`src/rtl/ecc_log_pkg.sv`:
```
package ecc_log_pkg;

    localparam int SYN_W   = 8;
    localparam int CHUNK_W = 2;
    localparam int LOG_W   = 16;
    localparam int LOC_W   = 8;

    // Bits that software can actually store (reserved bits read zero)
    localparam logic [LOG_W-1:0] LOG_KEEP = 16'hFF0F;
    localparam logic [LOC_W-1:0] LOC_KEEP = 8'hFB;

    typedef struct packed {
        logic       card;
        logic [2:0] bank;
        logic       row;
        logic [1:0] qword;
    } err_loc_t;

    function automatic logic [LOG_W-1:0] make_log(input logic [SYN_W-1:0] syn,
                                                  input logic [CHUNK_W-1:0] chunk,
                                                  input logic unc);
        return {syn, 4'b0000, chunk, unc, ~unc};
    endfunction

    function automatic logic [LOC_W-1:0] make_loc(input err_loc_t l);
        return {l.card, l.bank, l.row, 1'b0, l.qword};
    endfunction

endpackage

```
`src/rtl/ecc_log_pack.sv`:
```
module ecc_log_pack
    import ecc_log_pkg::*;
#(
    parameter int LANES = 2
) (
    input  logic [LANES-1:0]         ev_uncorr,
    input  logic [LANES*SYN_W-1:0]   ev_syn,
    input  logic [LANES*CHUNK_W-1:0] ev_chunk,
    output logic [LANES*LOG_W-1:0]   ev_word
);

    for (genvar g = 0; g < LANES; g++) begin : g_lane
        assign ev_word[g*LOG_W +: LOG_W] =
            make_log(ev_syn[g*SYN_W +: SYN_W], ev_chunk[g*CHUNK_W +: CHUNK_W], ev_uncorr[g]);
    end

endmodule

```
`src/rtl/ecc_log_alloc.sv`:
```
module ecc_log_alloc #(
    parameter int LANES  = 2,
    parameter int SLOTS  = 2,
    parameter int CHUNKS = 4,
    localparam int CW    = (CHUNKS > 1) ? $clog2(CHUNKS) : 1,
    localparam int LW    = (LANES > 1) ? $clog2(LANES) : 1
) (
    input  logic [LANES-1:0]    ev_valid,
    input  logic [LANES*CW-1:0] ev_chunk,
    input  logic [SLOTS-1:0]    slot_busy,
    output logic [SLOTS-1:0]    grant,
    output logic [SLOTS*LW-1:0] grant_lane,
    output logic                drop
);

    logic [SLOTS-1:0] avail;
    logic             placed;

    // Visit events in ascending chunk, then ascending lane; each takes the lowest free slot
    always_comb begin
        avail      = ~slot_busy;
        grant      = '0;
        grant_lane = '0;
        drop       = 1'b0;
        placed     = 1'b0;
        for (int c = 0; c < CHUNKS; c++) begin
            for (int l = 0; l < LANES; l++) begin
                if (ev_valid[l] && (ev_chunk[l*CW +: CW] == CW'(c))) begin
                    placed = 1'b0;
                    for (int s = 0; s < SLOTS; s++) begin
                        if (!placed && avail[s]) begin
                            grant[s]               = 1'b1;
                            grant_lane[s*LW +: LW] = LW'(l);
                            avail[s]               = 1'b0;
                            placed                 = 1'b1;
                        end
                    end
                    if (!placed) begin
                        drop = 1'b1;
                    end
                end
            end
        end
    end

endmodule

```
`src/rtl/ecc_err_log.sv`:
```
module ecc_err_log
    import ecc_log_pkg::*;
#(
    parameter int SLOTS = 2,
    parameter int LANES = 2,
    localparam int NREG = 2 * SLOTS + 1,
    localparam int AW   = $clog2(NREG),
    localparam int LW   = (LANES > 1) ? $clog2(LANES) : 1
) (
    input  logic                     clk,
    input  logic                     rst_cold_n,
    input  logic                     rst_warm_n,
    input  logic [LANES-1:0]         err_valid,
    input  logic [LANES-1:0]         err_uncorr,
    input  logic [LANES*SYN_W-1:0]   err_syndrome,
    input  logic [LANES*CHUNK_W-1:0] err_chunk,
    input  logic                     loc_card,
    input  logic [2:0]               loc_bank,
    input  logic                     loc_row,
    input  logic [1:0]               loc_qword,
    input  logic                     reg_wr_en,
    input  logic [AW-1:0]            reg_addr,
    input  logic [LOG_W-1:0]         reg_wdata,
    output logic [LOG_W-1:0]         reg_rdata
);

    localparam int CHUNKS = 1 << CHUNK_W;
    localparam logic [AW-1:0] STAT_ADDR = AW'(2 * SLOTS);

    typedef struct packed {
        logic [SLOTS-1:0][LOG_W-1:0] log;
        logic [SLOTS-1:0][LOC_W-1:0] loc;
    } sticky_t;

    sticky_t stk_q, stk_d, post_wr;
    logic    ovf_q, ovf_d;

    logic [LANES*LOG_W-1:0] ev_word;
    logic [SLOTS-1:0]       slot_busy;
    logic [SLOTS-1:0]       grant;
    logic [SLOTS*LW-1:0]    grant_lane;
    logic                   drop;
    err_loc_t               cur_loc;
    logic [LOC_W-1:0]       cur_loc_byte;

    // Flattened views for the bound checker
    logic [SLOTS*LOG_W-1:0] log_vis;
    logic [SLOTS*LOC_W-1:0] loc_vis;

    assign cur_loc      = '{card: loc_card, bank: loc_bank, row: loc_row, qword: loc_qword};
    assign cur_loc_byte = make_loc(cur_loc);

    ecc_log_pack #(.LANES(LANES)) u_pack (
        .ev_uncorr (err_uncorr),
        .ev_syn    (err_syndrome),
        .ev_chunk  (err_chunk),
        .ev_word   (ev_word)
    );

    // Software write stage: applied first so that captures override it
    always_comb begin
        post_wr = stk_q;
        if (reg_wr_en) begin
            for (int s = 0; s < SLOTS; s++) begin
                if (reg_addr == AW'(s)) begin
                    post_wr.log[s] = reg_wdata & LOG_KEEP;
                end
                if (reg_addr == AW'(SLOTS + s)) begin
                    post_wr.loc[s] = reg_wdata[LOC_W-1:0] & LOC_KEEP;
                end
            end
        end
    end

    always_comb begin
        for (int s = 0; s < SLOTS; s++) begin
            slot_busy[s] = |post_wr.log[s][1:0];
        end
    end

    ecc_log_alloc #(.LANES(LANES), .SLOTS(SLOTS), .CHUNKS(CHUNKS)) u_alloc (
        .ev_valid   (err_valid),
        .ev_chunk   (err_chunk),
        .slot_busy  (slot_busy),
        .grant      (grant),
        .grant_lane (grant_lane),
        .drop       (drop)
    );

    // Next-state: captures land on top of the write stage
    always_comb begin
        stk_d = post_wr;
        ovf_d = ovf_q | drop;
        for (int s = 0; s < SLOTS; s++) begin
            if (grant[s]) begin
                for (int l = 0; l < LANES; l++) begin
                    if (grant_lane[s*LW +: LW] == LW'(l)) begin
                        stk_d.log[s] = ev_word[l*LOG_W +: LOG_W];
                    end
                end
                stk_d.loc[s] = cur_loc_byte;
            end
        end
    end

    // Sticky storage: cold reset clears, warm reset freezes
    always_ff @(posedge clk) begin
        if (!rst_cold_n) begin
            stk_q <= '0;
        end else if (rst_warm_n) begin
            stk_q <= stk_d;
        end
    end

    // Volatile status: either reset clears
    always_ff @(posedge clk) begin
        if (!rst_cold_n || !rst_warm_n) begin
            ovf_q <= 1'b0;
        end else begin
            ovf_q <= ovf_d;
        end
    end

    always_comb begin
        reg_rdata = '0;
        for (int s = 0; s < SLOTS; s++) begin
            if (reg_addr == AW'(s)) begin
                reg_rdata = stk_q.log[s];
            end
            if (reg_addr == AW'(SLOTS + s)) begin
                reg_rdata = {{(LOG_W-LOC_W){1'b0}}, stk_q.loc[s]};
            end
        end
        if (reg_addr == STAT_ADDR) begin
            reg_rdata = {{(LOG_W-1){1'b0}}, ovf_q};
        end
    end

    always_comb begin
        for (int s = 0; s < SLOTS; s++) begin
            log_vis[s*LOG_W +: LOG_W] = stk_q.log[s];
            loc_vis[s*LOC_W +: LOC_W] = stk_q.loc[s];
        end
    end

endmodule

```
`config.mk`:
```
export PLATFORM = sky130hd
export DESIGN_NAME = ecc_err_log
export DESIGN_NICKNAME = d
export VERILOG_FILES = /design/src/rtl/ecc_log_pkg.sv /design/src/rtl/ecc_log_pack.sv /design/src/rtl/ecc_log_alloc.sv /design/src/rtl/ecc_err_log.sv
export SDC_FILE = /design/constraint.sdc
export NUM_CORES = 1
export LEC_CHECK = 0
export BUFFER_PORTS_ARGS = -buffer_cell sky130_fd_sc_hd__buf_4
export CAP_MARGIN = 20
export CORE_AREA = 5 5 75 129
export DETAILED_ROUTE_END_ITERATION = 8
export DIE_AREA = 0 0 80 134
export PLACE_DENSITY = 0.66
export SYNTH_ARGS = -nofsm -noshare
export SYNTH_HDL_FRONTEND = slang
export SYNTH_HIERARCHICAL = 1
export SYNTH_SLANG_ARGS = --single-unit
```
`constraint.sdc`:
```
create_clock -name clk -period 8.53 [get_ports clk]
set_input_delay 1.2795 -clock clk [delete_from_list [all_inputs] [get_ports clk]]
set_output_delay 1.2795 -clock clk [all_outputs]
set_load 0.005 [all_outputs]
```
==> results of run 1 <==
[cells in the mapped netlist (all sizes together) (6+ instances only)]
library cell | count | area [um2]
and2 | 14 | 87.6
inv | 6 | 22.5
o32ai | 20 | 175
buf | 53 | 383
nor2b | 6 | 37.5
clkbuf | 17 | 65.1
o22ai | 14 | 87.6
mux4 | 7 | 158
o21ai | 16 | 103
nand2 | 54 | 203
and3b | 14 | 123
nand2b | 23 | 144
mux2i | 55 | 551
nor2 | 14 | 52.6
dfxtp | 47 | 941
o2bb2ai | 24 | 210
a21oi | 7 | 35.0
[power by group through the flow]
stage / logic, mW / clock network, mW / registers (mW)
2_1_floorplan: 0.164 / 0 / 0.251
3_3_place_gp: 0.203 / 0 / 0.254
3_5_place_dp: 0.207 / 0 / 0.255
4_1_cts: 0.207 / 0.192 / 0.250
5_1_grt: 0.225 / 0.201 / 0.252
6_report: 0.207 / 0.188 / 0.250
[sequential cells by signal, summed over array words and instances, names as in the netlist]
register,count
loc_vis,14
log_vis,32
ovf_q,1
[tightest hold or removal path, stage by stage (launching register included)]
cell       delay [ns]
dfxtp_1          0.31
nand2_1          0.05
o2bb2ai_1        0.05
[kinds of logic (layout without fill, tap and decap cells)]
logic type	Yosys count	count (layout)
buffers and inverters	76	87
multiplexers	62	62
AO/OA/AOI/OAI	90	90
flip-flops	47	47
other	1	8
adder cells (fa/ha/maj)	1	1
AND/OR/NAND/NOR	147	147
XOR/XNOR	2	2
[area by class of cell]
type / count / area (um2)
Multi-Input combinational cell: 310 / 2340
Sequential cell: 47 / 941
Clock inverter: 1 / 5.00
Timing Repair Buffer: 73 / 548
Tap cell: 117 / 146
Inverter: 6 / 22.5
Clock buffer: 7 / 133
Fill cell: 858 / 4420
[worst min-delay path by stage]
stage	startpoint	slack (ns)	endpoint	cells after the start
global placement	loc_vis[9]	0.44	loc_vis[9]	2
CTS	loc_vis[6]	0.46	loc_vis[6]	2
floorplan	log_vis[12]	0.43	log_vis[12]	2
global route	log_vis[24]	0.48	log_vis[24]	2
detailed placement	loc_vis[6]	0.45	loc_vis[6]	2
finish	log_vis[12]	0.46	log_vis[12]	2
[metal layers]
layer  vias to the layer above  part of all wire [%]  wire length [um]
met3                        14                   5.0               461
met4                         0                   2.5               229
met2                        92                    54              4970
met5                         -                     0                 0
met1                      1414                    39              3570
li1                       1538                     -                 -
[layout by cell type, fill, tap and decap left out, types with 2 or more instances in the layout]
cell and count:
a21oi_1 5, a21oi_2 2, xnor2_1 2, and3b_1 14
o21ai_4 2, or4b_1 3, inv_1 6, or2_1 2
o22ai_1 14, nor2b_1 6, nor3_1 2, dfxtp_1 47
nor2_1 14, clkbuf_16 5, buf_4 73, nand2b_1 23
o2bb2ai_1 24, and2_1 14, nand4bb_1 2, o221ai_1 2
clkbuf_1 2, conb_1 8, nand3_1 3, mux2i_1 55
o21ai_0 14, and4bb_2 2, nand2_1 54, o32ai_1 20
mux4_2 7
[metrics by stage]
| step | total power, mW | cell area [um2] | std cells |
|---|---|---|---|
| 2_1_floorplan | 0.415 | 3740 | 433 |
| 6_report | 0.645 | 4140 | 561 |
| 5_1_grt | 0.679 | 4140 | 561 |
| 4_1_cts | 0.649 | 4140 | 561 |
| 3_3_place_gp | 0.457 | 4000 | 553 |
| 3_5_place_dp | 0.461 | 4000 | 553 |
==> reports/results.ini, run 1 <==
[outcome]
status = finished clean

[sta]
worstMarginPinSlew_ns = 0.783
finalSetupViolCount = 0
clock_skew_ns = 0.00412
finalSetupTns_ns = 0
worst_slack_ns = 4.38
fmax_mhz = 241
drv_slew = 0
hold_viol = 0
rsz0062_at_grt = no
post-route-period-util_pct = 48.6
fin_hold_ws_ns = 0.455
max-slew-margin-rel_pct = 47.8
min_period_ns = 4.15

[clock_tree]
postCtsSetupBuffers = 0
cts.sinks = 47
ctsResizeCount = 0
hold_buffers = 0
tritoncts = built
clkTransAtPathRegs_ns = 0.06
htree_levels = 2
cts_max_path_buffers = 2
clockRootBuffer = clkbuf_16
numCtsBuffers = 5
clk_latency_ns = 0.28

[setup_path]
r2r-end = log_vis[17]
crit_slowest_cell = a21oi_1
setup.worst_path.start_class = input port
worst_ep_arrival_time_ns = 4.32
rr_startpoint = log_vis[0]
crit_cells = 12
worstPathRequired_ns = 8.70
path_common_cell = buf_4
cp-end-kind = register
max_stage_delay_ns = 0.55
critPathCapture = log_vis[17]
path_class = input port to register
reg2reg_depth = 10
path_cells = buf_4 -> nor4b_4 -> nor3_1 -> a21oi_1 -> inv_1 -> and4_1 -> o311ai_2 -> o211ai_2 -> buf_4 -> nand2_1 -> o32ai_1 -> o2bb2ai_1
ff2ff_setup_slack_ns = 5.58
critical-path-top-delay-family = compound AO/OA/AOI/OAI gates
crit_fanout = 30
cp_num_buf_inv = 3
cp-startpoint = reg_addr[0]

[route]
ant_nets = 0
routed_wl_um = 9230
dr.pass1.iters = 4
drtIter0Drc = 204
drc_errors = 0
wire_per_inst_um = 16.4
num_vias = 3058
viasPerCell = 5.45

[synth]
ys_ff_latch = 47
synth_top_family_by_area = simple AND/OR/NAND/NOR gates
synthCells = 426
synth_seq_area_share_pct = 25.3
synth_cell_type_count = 47
synth_area_per_cell_um2 = 8.73
synth-adder-area-share_pct = 0.269
ys_async_sr_fraction_pct = 0
synth_xor_area_share_pct = 0.471
yosys.area_share.simple_pct = 23.0
synth.area.mux_share_pct = 19.1
syn-cell-area_um2 = 3720
synth_edf_count = 0
ys_warn_count = 6
synth_compound_area_share_pct = 19.1
synth_ff_type = dfxtp_1

[pwr]
clkPwrFrac_pct = 29.2
p_leak_nw = 1.67
p_sw_share_pct = 30.9
p_sw_mw = 0.199
power.density_nw_per_um2 = 156
p_int_mw = 0.445
ir_worst_vdd_v = 0.0000913
p_comb_share_pct = 32.1
seq_power_share_pct = 38.7

[grt]
grt_use_met1_pct = 19.1
grt_use_met2_pct = 32.4
grt_use_met3_pct = 2.35
top_usage_layer = met2
grt_usage_pct = 17.3
gr-total-overflow = 0
antenna_found_initial = 0
grt_max_degree = 88
grt_pass1_vias = 3056
grt_pass1_wl_um = 14800

[die]
dieArea_um2 = 10700
dieHeight_um = 134
rows = 45
initial_core_util_pct = 43.4
core_region_area_um2 = 8560
num_io_pins = 70
die_x_um = 80

[final_layout]
n_antenna_cell = 0
final_util_pct = 48.3
nets = 497
layout-drive-gt1-share_pct = 23.0
synthToLayoutAreaGrowth_pct = 11.2

[min_path]
hold_path.class = register to register

[placement]
hpwl_um = 6630
placement.setup.worst_slack_ns = 4.12
place.gp.congestion = 0.854
io_buffers = 69

[job]
maxCapViolCount = 0

No activity file was read; power rests on OpenSTA's default activity.
==> run 2, diff against run 1 <==
--- a/config.mk
+++ b/config.mk
@@ -5,12 +5,13 @@
 export SDC_FILE = /design/constraint.sdc
 export NUM_CORES = 1
 export LEC_CHECK = 0
+export ABC_AREA = 1
 export BUFFER_PORTS_ARGS = -buffer_cell sky130_fd_sc_hd__buf_4
 export CAP_MARGIN = 20
-export CORE_AREA = 5 5 75 129
+export CORE_AREA = 5 5 76 130
 export DETAILED_ROUTE_END_ITERATION = 8
-export DIE_AREA = 0 0 80 134
-export PLACE_DENSITY = 0.66
+export DIE_AREA = 0 0 81 135
+export PLACE_DENSITY = 0.68
 export SYNTH_ARGS = -nofsm -noshare
 export SYNTH_HDL_FRONTEND = slang
 export SYNTH_HIERARCHICAL = 1
==> constraint.sdc (replaced) <==
create_clock -name clk -period 3.7 [get_ports clk]
set_input_delay 0.555 -clock clk [delete_from_list [all_inputs] [get_ports clk]]
set_output_delay 0.555 -clock clk [all_outputs]
set_load 0.005 [all_outputs]
==> reports/results.ini, run 2 <==
[die]
dieArea_um2 = 10900
num_io_pins = 70
initial_core_util_pct = 43.9
die_x_um = 81
dieHeight_um = 135
rows = 45
core_region_area_um2 = 8670

[route]
ant_nets = 0
num_vias = 4022
drc_errors = 0
viasPerCell = 5.08
dr.pass1.iters = 5
routed_wl_um = 10700
wire_per_inst_um = 13.5
drtIter0Drc = 245

[pwr]
p_sw_mw = 0.578
power_mw = 1.66
p_sw_share_pct = 34.8
p_int_mw = 1.08
seq_power_share_pct = 35.0
p_comb_share_pct = 34.0
p_leak_nw = 2.12
power.density_nw_per_um2 = 386
ir_worst_vdd_v = 0.000182
clkPwrFrac_pct = 31.0

[clock_tree]
clockRootBuffer = clkbuf_16
cts.sinks = 47
tritoncts = built
numCtsBuffers = 5
cts_max_path_buffers = 2
htree_levels = 2
clk_latency_ns = 0.29
hold_buffers = 0
clkTransAtPathRegs_ns = 0.06
postCtsSetupBuffers = 0
ctsResizeCount = 0

[synth]
ys_async_sr_fraction_pct = 0
synthCells = 647
netlist_top_cells_area = dfxtp_1 (25%), nand2_1 (16%), nor2_1 (9.0%)
synth_cell_type_count = 36
synth_edf_count = 0
synth.most_common_cell = nand2_1
synth_area_per_cell_um2 = 5.88
ys_ff_latch = 47
synth_ff_type = dfxtp_1
synth_seq_area_share_pct = 24.7
synth_top_area_share_pct = 24.7
syn-cell-area_um2 = 3810
synth_area_leader_cell = dfxtp_1
synthTopCellsByCount = nand2_1 (165), nor2_1 (91), inv_1 (64), a21oi_1 (56), o21ai_0 (52)
ys_warn_count = 6

[setup_path]
max_stage_delay_ns = 0.34
cp-end-kind = register
path_cells = buf_4 -> inv_1 -> nand3_2 -> nand2_1 -> nand4_1 -> inv_1 -> nand3_4 -> nor3_2 -> nand3_1 -> nor2_1 -> nor2_1 -> nand2_2 -> nand3_2 -> inv_1 -> nand2_1 -> nand2_2 -> nand2_1 -> nand2_1 -> nor2_1
worst_ep_arrival_time_ns = 3.34
path_class = input port to register
crit_fanout = 24
crit_slowest_cell = nand2_2
setup.worst_path.start_class = input port
worstPathRequired_ns = 3.89
path_common_cell = nand2_1

[sta]
fmax_mhz = 317
worst_slack_ns = 0.547
worstMarginPinSlew_ns = 0.550
rsz0062_at_grt = no
finalSetupViolCount = 0
hold_viol = 0
post-route-period-util_pct = 85.2
drv_slew = 0
clock_skew_ns = 0.00477
finalSetupTns_ns = 0
max-slew-margin-rel_pct = 63.2
min_period_ns = 3.15
fin_hold_ws_ns = 0.464

[final_layout]
fin_cells = 792
n_antenna_cell = 0
final_util_pct = 49.7
final_common_cell = nand2_1
nets = 728
stdcell_area_um2 = 4310
layout-drive-gt1-share_pct = 17.8
synthToLayoutAreaGrowth_pct = 13.1
largest_reg_flops = 32
mostFrequentLayoutCells = nand2_1 (165), nor2_1 (91), buf_4 (77), inv_1 (64), a21oi_1 (56)

[placement]
placed_area_um2 = 4140
placement.setup.worst_slack_ns = 0.277
place.gp.congestion = 0.885
hpwl_um = 8180
dp_cells = 784
io_buffers = 69

[grt]
grt_pass1_wl_um = 17100
grt_max_degree = 42
antenna_found_initial = 0
grt_pass1_vias = 3821
gr-total-overflow = 0
grt_usage_pct = 19.6

[job]
maxCapViolCount = 0

[outcome]
status = finished clean

[min_path]
hold_path.class = register to register

run 2: cell count changes after synthesis, sizes merged, moves of 24 or more:
cell | before | now
inv | 6 | 70
nand2 | 54 | 176
o21ai | 16 | 57
nor2 | 14 | 99
o2bb2ai | 24 | 0
a21oi | 7 | 56
nand3 | 3 | 34
mux2i | 55 | 3
run 2: logic make-up after synthesis:
kind of cell | Yosys count | share of synthesized area [%]
simple gates | 327 | 37.6
buf+inv | 135 | 18.1
compound gates | 134 | 18.7
flops | 47 | 24.7
mux | 3 | 0.789
other cells | 1 | 0.0985
run 2: power by group through the flow:
| stage | registers, mW | logic, mW | clock network [mW] |
|---|---|---|---|
| after floorplan | 0.585 | 0.439 | 0 |
| after global placement | 0.591 | 0.548 | 0 |
| after detailed placement | 0.593 | 0.557 | 0 |
| after CTS | 0.581 | 0.560 | 0.527 |
| after global routing | 0.586 | 0.640 | 0.546 |
| final | 0.582 | 0.564 | 0.516 |
run 2: metal layers:
layer,vias up,share of wire [%],track usage [%]
met5,-,0,0
met3,27,3.7,2.40
li1,2081,-,-
met2,111,51,34.1
met4,0,3.9,9.96
met1,1803,41,23.1
run 2: worst max-delay path, delay by kind of cell:
family	cells	cell delay, ns
and+or+nand+nor	15	1.99
buffers and inverters	4	0.78
run 2: path summary, 6_finish.rpt:
path | from | end | slack (ns) | cells past startpoint
worst min register to register | log_vis[4] | log_vis[4] | 0.46 | 2
worst max register to register | log_vis[1] | log_vis[26] | 1.02 | 16
worst max-delay path | reg_addr[2] | log_vis[26] | 0.55 | 19
worst min-delay path | log_vis[4] | log_vis[4] | 0.46 | 2
run 2: cell type report:
cell class	count	area, um2
Fill cell	947	4360
Tap cell	117	146
Clock inverter	3	43.8
Multi-Input combinational cell	472	2200
Inverter	71	269
Clock buffer	5	125
Timing Repair Buffer	77	578
Sequential cell	47	941
